**config.mk**
```make
export PLATFORM = sky130hd
export DESIGN_NAME = eag_top
export DESIGN_NICKNAME = d
export VERILOG_FILES = /design/src/rtl/eag_pkg.sv /design/src/rtl/eag_ctrl.sv /design/src/rtl/eag_collect.sv /design/src/rtl/eag_compute.sv /design/src/rtl/eag_top.sv
export SDC_FILE = /design/constraint.sdc
export NUM_CORES = 1
export LEC_CHECK = 0
export BUFFER_PORTS_ARGS = -buffer_cell sky130_fd_sc_hd__clkbuf_2
export CORE_ASPECT_RATIO = 0.6
export CORE_MARGIN = 1.5
export CORE_UTILIZATION = 50
export CTS_CLUSTER_SIZE = 16
export DETAILED_ROUTE_END_ITERATION = 12
export PLACE_DENSITY = 0.75
export SYNTH_ARGS = -nofsm -noshare
export SYNTH_HDL_FRONTEND = slang
export SYNTH_SLANG_ARGS = --single-unit
```
**constraint.sdc**
```tcl
create_clock -name clk -period 5.45 [get_ports clk]
set_clock_uncertainty 0.2 [all_clocks]
set_input_delay 1.09 -clock clk [delete_from_list [all_inputs] [get_ports clk]]
set_output_delay 1.09 -clock clk [all_outputs]
set_load 0.03 [all_outputs]
```
**src/rtl/eag_pkg.sv**
```systemverilog
package eag_pkg;

    parameter int ADDR_W  = 16;
    parameter int BYTE_W  = 8;
    parameter int MAX_OPB = 2;
    parameter int LEN_W   = 2;
    parameter int CNT_W   = 2;

    typedef enum logic [2:0] {
        AM_DIRECT = 3'd0,
        AM_EXTEND = 3'd1,
        AM_INDEX  = 3'd2,
        AM_IDXOFF = 3'd3,
        AM_BITBR  = 3'd4
    } amode_e;

    typedef enum logic [1:0] {
        ST_IDLE,
        ST_FETCH,
        ST_DONE,
        ST_ERR
    } state_e;

    typedef struct packed {
        logic [2:0]                   mode;
        logic [BYTE_W-1:0]            index;
        logic [ADDR_W-1:0]            base;
        logic [MAX_OPB*BYTE_W-1:0]    opb;
    } capture_t;

    typedef struct packed {
        logic [ADDR_W-1:0] addr;
        logic [ADDR_W-1:0] target;
        logic              branch;
        logic [LEN_W-1:0]  len;
    } result_t;

    function automatic logic mode_ok(input logic [2:0] m);
        return m <= 3'(AM_BITBR);
    endfunction

    function automatic logic [CNT_W-1:0] opnd_bytes(input logic [2:0] m);
        case (m)
            3'(AM_DIRECT), 3'(AM_IDXOFF): return CNT_W'(1);
            3'(AM_EXTEND), 3'(AM_BITBR):  return CNT_W'(2);
            default:                      return CNT_W'(0);
        endcase
    endfunction

endpackage

```
**src/rtl/eag_ctrl.sv**
```systemverilog
module eag_ctrl
    import eag_pkg::*;
(
    input  logic             clk,
    input  logic             rst,
    input  logic             start,
    input  logic [2:0]       mode_code,
    input  logic             byte_valid,
    output logic             start_ready,
    output logic             byte_ready,
    output logic             accept,
    output logic             take_byte,
    output logic [CNT_W-1:0] slot,
    output logic             done,
    output logic             error
);
    state_e           state_q, state_d;
    logic [CNT_W-1:0] cnt_q, cnt_d;
    logic [CNT_W-1:0] need_q, need_d;

    assign start_ready = (state_q == ST_IDLE);
    assign byte_ready  = (state_q == ST_FETCH);
    assign accept      = start && start_ready;
    assign take_byte   = byte_valid && byte_ready;
    assign slot        = cnt_q;
    assign done        = (state_q == ST_DONE);
    assign error       = (state_q == ST_ERR);

    always_comb begin
        state_d = state_q;
        cnt_d   = cnt_q;
        need_d  = need_q;
        case (state_q)
            ST_IDLE: begin
                if (accept) begin
                    cnt_d  = '0;
                    need_d = opnd_bytes(mode_code);
                    if (!mode_ok(mode_code))
                        state_d = ST_ERR;
                    else if (opnd_bytes(mode_code) == '0)
                        state_d = ST_DONE;
                    else
                        state_d = ST_FETCH;
                end
            end
            ST_FETCH: begin
                if (take_byte) begin
                    cnt_d = cnt_q + CNT_W'(1);
                    if (cnt_q + CNT_W'(1) == need_q)
                        state_d = ST_DONE;
                end
            end
            default: state_d = ST_IDLE;
        endcase
    end

    always_ff @(posedge clk) begin
        if (rst) begin
            state_q <= ST_IDLE;
            cnt_q   <= '0;
            need_q  <= '0;
        end else begin
            state_q <= state_d;
            cnt_q   <= cnt_d;
            need_q  <= need_d;
        end
    end
endmodule

```
**src/rtl/eag_collect.sv**
```systemverilog
module eag_collect
    import eag_pkg::*;
(
    input  logic              clk,
    input  logic              rst,
    input  logic              accept,
    input  logic [2:0]        mode_code,
    input  logic [BYTE_W-1:0] index_reg,
    input  logic [ADDR_W-1:0] opc_addr,
    input  logic              take_byte,
    input  logic [CNT_W-1:0]  slot,
    input  logic [BYTE_W-1:0] byte_data,
    output capture_t          cap
);
    always_ff @(posedge clk) begin
        if (rst) begin
            cap.mode  <= '0;
            cap.index <= '0;
            cap.base  <= '0;
        end else if (accept) begin
            cap.mode  <= mode_code;
            cap.index <= index_reg;
            cap.base  <= opc_addr;
        end
    end

    for (genvar g = 0; g < MAX_OPB; g++) begin : g_slot
        always_ff @(posedge clk) begin
            if (rst || accept)
                cap.opb[g*BYTE_W +: BYTE_W] <= '0;
            else if (take_byte && slot == CNT_W'(g))
                cap.opb[g*BYTE_W +: BYTE_W] <= byte_data;
        end
    end
endmodule

```
**src/rtl/eag_compute.sv**
```systemverilog
module eag_compute
    import eag_pkg::*;
(
    input  capture_t cap,
    output result_t  res
);
    logic [BYTE_W-1:0] b0, b1;
    logic [ADDR_W-1:0] next_pc;

    assign b0 = cap.opb[0 +: BYTE_W];
    assign b1 = cap.opb[BYTE_W +: BYTE_W];

    always_comb begin
        res.len    = LEN_W'(opnd_bytes(cap.mode)) + LEN_W'(1);
        res.branch = (cap.mode == 3'(AM_BITBR));
        next_pc    = cap.base + ADDR_W'(res.len);
        res.target = '0;
        case (cap.mode)
            3'(AM_EXTEND): res.addr = {b0, b1};
            3'(AM_INDEX):  res.addr = ADDR_W'(cap.index);
            3'(AM_IDXOFF): res.addr = ADDR_W'(cap.index) + ADDR_W'(b0);
            3'(AM_BITBR): begin
                res.addr   = ADDR_W'(b0);
                res.target = next_pc + {{(ADDR_W-BYTE_W){b1[BYTE_W-1]}}, b1};
            end
            default:       res.addr = ADDR_W'(b0);
        endcase
    end
endmodule

```
**src/rtl/eag_top.sv**
```systemverilog
module eag_top
    import eag_pkg::*;
(
    input  logic              clk,
    input  logic              rst,
    input  logic              start,
    output logic              start_ready,
    input  logic [2:0]        mode_code,
    input  logic [BYTE_W-1:0] index_reg,
    input  logic [ADDR_W-1:0] opc_addr,
    input  logic              byte_valid,
    output logic              byte_ready,
    input  logic [BYTE_W-1:0] byte_data,
    output logic              done,
    output logic              error,
    output logic [ADDR_W-1:0] eff_addr,
    output logic [ADDR_W-1:0] branch_target,
    output logic              has_branch,
    output logic [LEN_W-1:0]  instr_len
);
    logic             accept, take_byte;
    logic [CNT_W-1:0] slot;
    capture_t         cap;
    result_t          res;

    eag_ctrl u_ctrl (
        .clk(clk), .rst(rst), .start(start), .mode_code(mode_code),
        .byte_valid(byte_valid), .start_ready(start_ready),
        .byte_ready(byte_ready), .accept(accept), .take_byte(take_byte),
        .slot(slot), .done(done), .error(error)
    );

    eag_collect u_coll (
        .clk(clk), .rst(rst), .accept(accept), .mode_code(mode_code),
        .index_reg(index_reg), .opc_addr(opc_addr), .take_byte(take_byte),
        .slot(slot), .byte_data(byte_data), .cap(cap)
    );

    eag_compute u_comp (.cap(cap), .res(res));

    assign eff_addr      = res.addr;
    assign branch_target = res.target;
    assign has_branch    = res.branch;
    assign instr_len     = res.len;
endmodule

```
==> key figures <==
Status
  – Run status: completed

Floorplanning
  – Die footprint: 0.00739 sq mm
  – Std-Cell Core Area: 0.00665 sq mm
  – Initial core utilization: 51.7%
  – Die span in y: 67.2 um
  – # rows: 23
  – Total I/O pin count: 78
  – Width of the die: 110 um

CTS
  – Number of instances resized during post-cts repair: 0
  – H-tree lvl count: 2
  – Clk pin slew, worst setup/hold paths: 70 ps
  – Clock insertion delay at the later pin of the skew report: 290 ps
  – Bufs on Longest Clock Path: 2
  – Root buffer selected by CTS: clkbuf_16
  – Num CTS Buffers: 5
  – Total clock sinks: 49
  – CTS tree: done
  – Buffers inserted by post-CTS timing repair: 0
  – Number of hold buffers added after cts: 0

Hold path
  – Hold-critical path depth: 2
  – Worst Hold Class: reg2reg

Critical path
  – Family with the most delay on the worst path: adder cells
  – Critical path data arrival time: 3820 ps
  – Nature of the critical path startpoint: flop
  – Buffer and inverter count on the worst path: 4
  – WS Path Type: reg2out
  – Cell at the slowest stage of the critical path: dfxtp_1
  – Largest fanout of any net on the critical path: 15
  – Cell breakdown of the critical path: nor2b_1 > a21oi_1 > inv_1 > fa_1 > inv_1 > ha_1 > inv_1 > fa_1 > nor2b_1 > o31a_2 > o31a_1 > o2111ai_1 > a21oi_1 > a31o_1 > clkbuf_2
  – Cell count along the critical path: 15
  – Worst reg2reg path depth: 5
  – Critical path's largest stage delay: 580 ps
  – Dominant cell type by count on the critical path: inv_1
  – Capturing element type of the critical path: output pin
  – Crit path required time: 4160 ps

Logic synthesis
  – Multiplexer fraction of the synthesized cell area: 0.583%
  – Sequential-to-total area share from yosys stat: 28.6%
  – Average instance area after synthesis: 7.50 sq um
  – Number of unique standard cell types used by synthesis: 45
  – Largest cells by area after synthesis: dfxtp_1 29%, ha_1 13%, nand2_1 11%, a21oi_1 9.3%, o21ai_0 3.5%
  – Total standard cell area after synthesis: 0.00343 sq mm
  – Proportion of synthesized flip-flops having asynchronous set or reset: 0%
  – Number of storage elements in the synthesis netlist: 49
  – Post-Synthesis Net Count: 538
  – Number of synthesized flops with an enable pin: 0
  – Number of warning messages in the yosys log: 0
  – Synthesized-area fraction occupied by and/or/nand/nor cells: 22.1%
  – Synthesized-area fraction occupied by ao, oa, aoi and oai cells: 24.9%
  – Cells after synthesis: 458
  – Fraction of post-synthesis cell area in the top cell type by area: 28.6%
  – Largest area contributor in the netlist: dfxtp_1
  – Predominant post-synthesis flop cell: dfxtp_1
  – Post-Synth Adder-Cell Area: 15.8%
  – Post-synthesis xor/xnor area fraction: 3.57%
  – Largest family of logic cells by synthesized area: compound AO/OA/AOI/OAI gates

STA
  – Unrepaired setup endpoints after global routing: false
  – Max Clk Rate: 196 MHz
  – Relative slew slack: 26.8%
  – Final count of pins violating max slew: 0
  – Actual slew at the worst max-slew pin: 1100 ps
  – Total setup violations reported at the end of the flow: 0
  – Total Negative Setup Slacks: 0 ps
  – Min Tclk post-route: 5110 ps
  – Final clock period utilization by the worst path: 93.7%
  – Hold Slack: 259 ps
  – Final hold violation count: 0

Global route
  – Antenna violations before repair: 0
  – Total routing usage reported by global routing: 25.9%
  – Wire length of the first global-routing pass: 14.5 mm
  – Pin count of the biggest net entering global routing: 35
  – Number of global-route vias before repair: 2,997
  – Total congestion overflow after global routing: 0

Cells and area
  – Leading cell types in the layout, fill and taps excluded: 105 x nand2_1, 77 x clkbuf_2, 64 x a21oi_1, 49 x dfxtp_1, 37 x ha_1
  – Non-filler cells, final: 610
  – FF/Latch Area: 981 sq um
  – Area delta synth->final: 17.4%
  – Most common cell after layout, fill and taps aside: nand2_1
  – Antenna diodes: 0
  – Filler cell count: 624
  – Number of nets in the layout: 602
  – Fraction of final layout cells with drive strength greater than 1: 17.6%
  – Area of the multi-input gates: 0.00230 sq mm

Drt
  – Detailed-route wire length per cell: 15.1 um
  – Detailed Routing Iterations Pass 1: 5
  – 1st-iter DRT viols: 250
  – Count of vias placed by the detailed router: 3,378
  – Detailed-route vias per instance: 5.54
  – Post-route DRC violation count: 0
  – Final antenna-violating net count: 0
  – Total wirelength of the detailed-routed design: 9.19 mm

Power and ir drop
  – Worst-case vdd ir drop: 0.154 mV
  – Lkg Pwr: 0.00186 uW
  – Pwr per Cell Area: 245 mW/mm^2

Place
  – Half-perimeter wire length of the detailed placement result: 7.13 mm
  – GPL Wtd Cong: 0.912
  – # placed instances: 602
  – Buffers added on ports: 77

Flow run
  – Max-cap violations: 0
## registers in the layout, summed over array words and instances (netlist names)
name            cells
u_ctrl.state_q      2
u_ctrl.slot         2
u_ctrl.need_q       2
u_coll.cap         43
## power by group
group | switching (uW) | internal (uW)
Clock | 150 | 221
Combinational | 138 | 75.2
Sequential | 24.0 | 378
Total | 313 | 674
## cell usage after synthesis (2+ instances only)
| master | n |
|---|---|
| o32a_1 | 4 |
| ha_1 | 37 |
| a211oi_1 | 7 |
| nor2b_1 | 7 |
| xnor2_1 | 9 |
| clkbuf_1 | 18 |
| a21o_1 | 6 |
| nand3_1 | 2 |
| dfxtp_1 | 49 |
| nand2b_1 | 3 |
| and2_1 | 11 |
| xor2_1 | 5 |
| nand2_1 | 105 |
| a2bb2oi_1 | 4 |
| or3_1 | 2 |
| o21a_1 | 5 |
| inv_1 | 19 |
| and3_1 | 4 |
| fa_1 | 4 |
| o21ai_0 | 24 |
| a22oi_1 | 4 |
| mux2i_1 | 2 |
| buf_1 | 2 |
| o31a_2 | 2 |
| nor2_1 | 29 |
| nor3_1 | 9 |
| o21bai_1 | 4 |
| a21oi_1 | 64 |
## worst paths after layout
| check | startpoint | endpoint | slack (ps) |
|---|---|---|---|
| worst max-delay path | u_coll.cap[41]$_SDFFE_PP0P_ | branch_target[15] | 340 |
| worst min register to register | u_coll.cap[20]$_SDFFE_PP0P_ | u_coll.cap[20]$_SDFFE_PP0P_ | 260 |
| worst max register to register | u_ctrl.state_q[0]$_SDFFE_PP0P_ | u_ctrl.slot[0]$_SDFFE_PP0P_ | 3280 |
| worst min-delay path | u_coll.cap[20]$_SDFFE_PP0P_ | u_coll.cap[20]$_SDFFE_PP0P_ | 260 |
## layer usage
layer | track usage (%) | wire length, um | up-vias
li1 | - | - | 1714
met1 | 39.4 | 4640 | 1553
met2 | 37.8 | 3780 | 104
met3 | 5.21 | 732 | 7
met4 | 4.38 | 36 | 0
met5 | 0 | 0 | -
## cells by family after synthesis
logic type	Yosys count
adders and majority gates	41
buffers and inverters	40
DFF	49
xor gates and xnor gates	14
and+or+nand+nor	177
AOI/OAI and AO/OA	135
muxes	2
## tightest hold or removal path: cells and delay by family (launching register included)
| family | cells | cell delay, ps |
|---|---|---|
| flip-flops | 1 | 310 |
| AND/OR/NAND/NOR | 1 | 50 |
| AO/OA/AOI/OAI | 1 | 50 |
## area by class of cell
class	count	area share (%)
clock buffer	5	3.10
clock inverter	3	1.24
inverter	19	1.77
multi-input combinational	369	57.1
sequential	49	24.3
tap	87	2.70
timing repair buffer	78	9.75
## metrics by stage
step                      area [sq um]  total power (uW)  setup WS, ps  util [%]
final                             4030               987           342      60.6
after global routing              4030              1030          75.7      60.6
after CTS                         4030               988           402      60.6
after detailed placement          3860               621           730      58.0
after global placement            3860               616           905      58.0
after floorplan                   3430               557           291         -
Power figures use the tool's default switching activity.
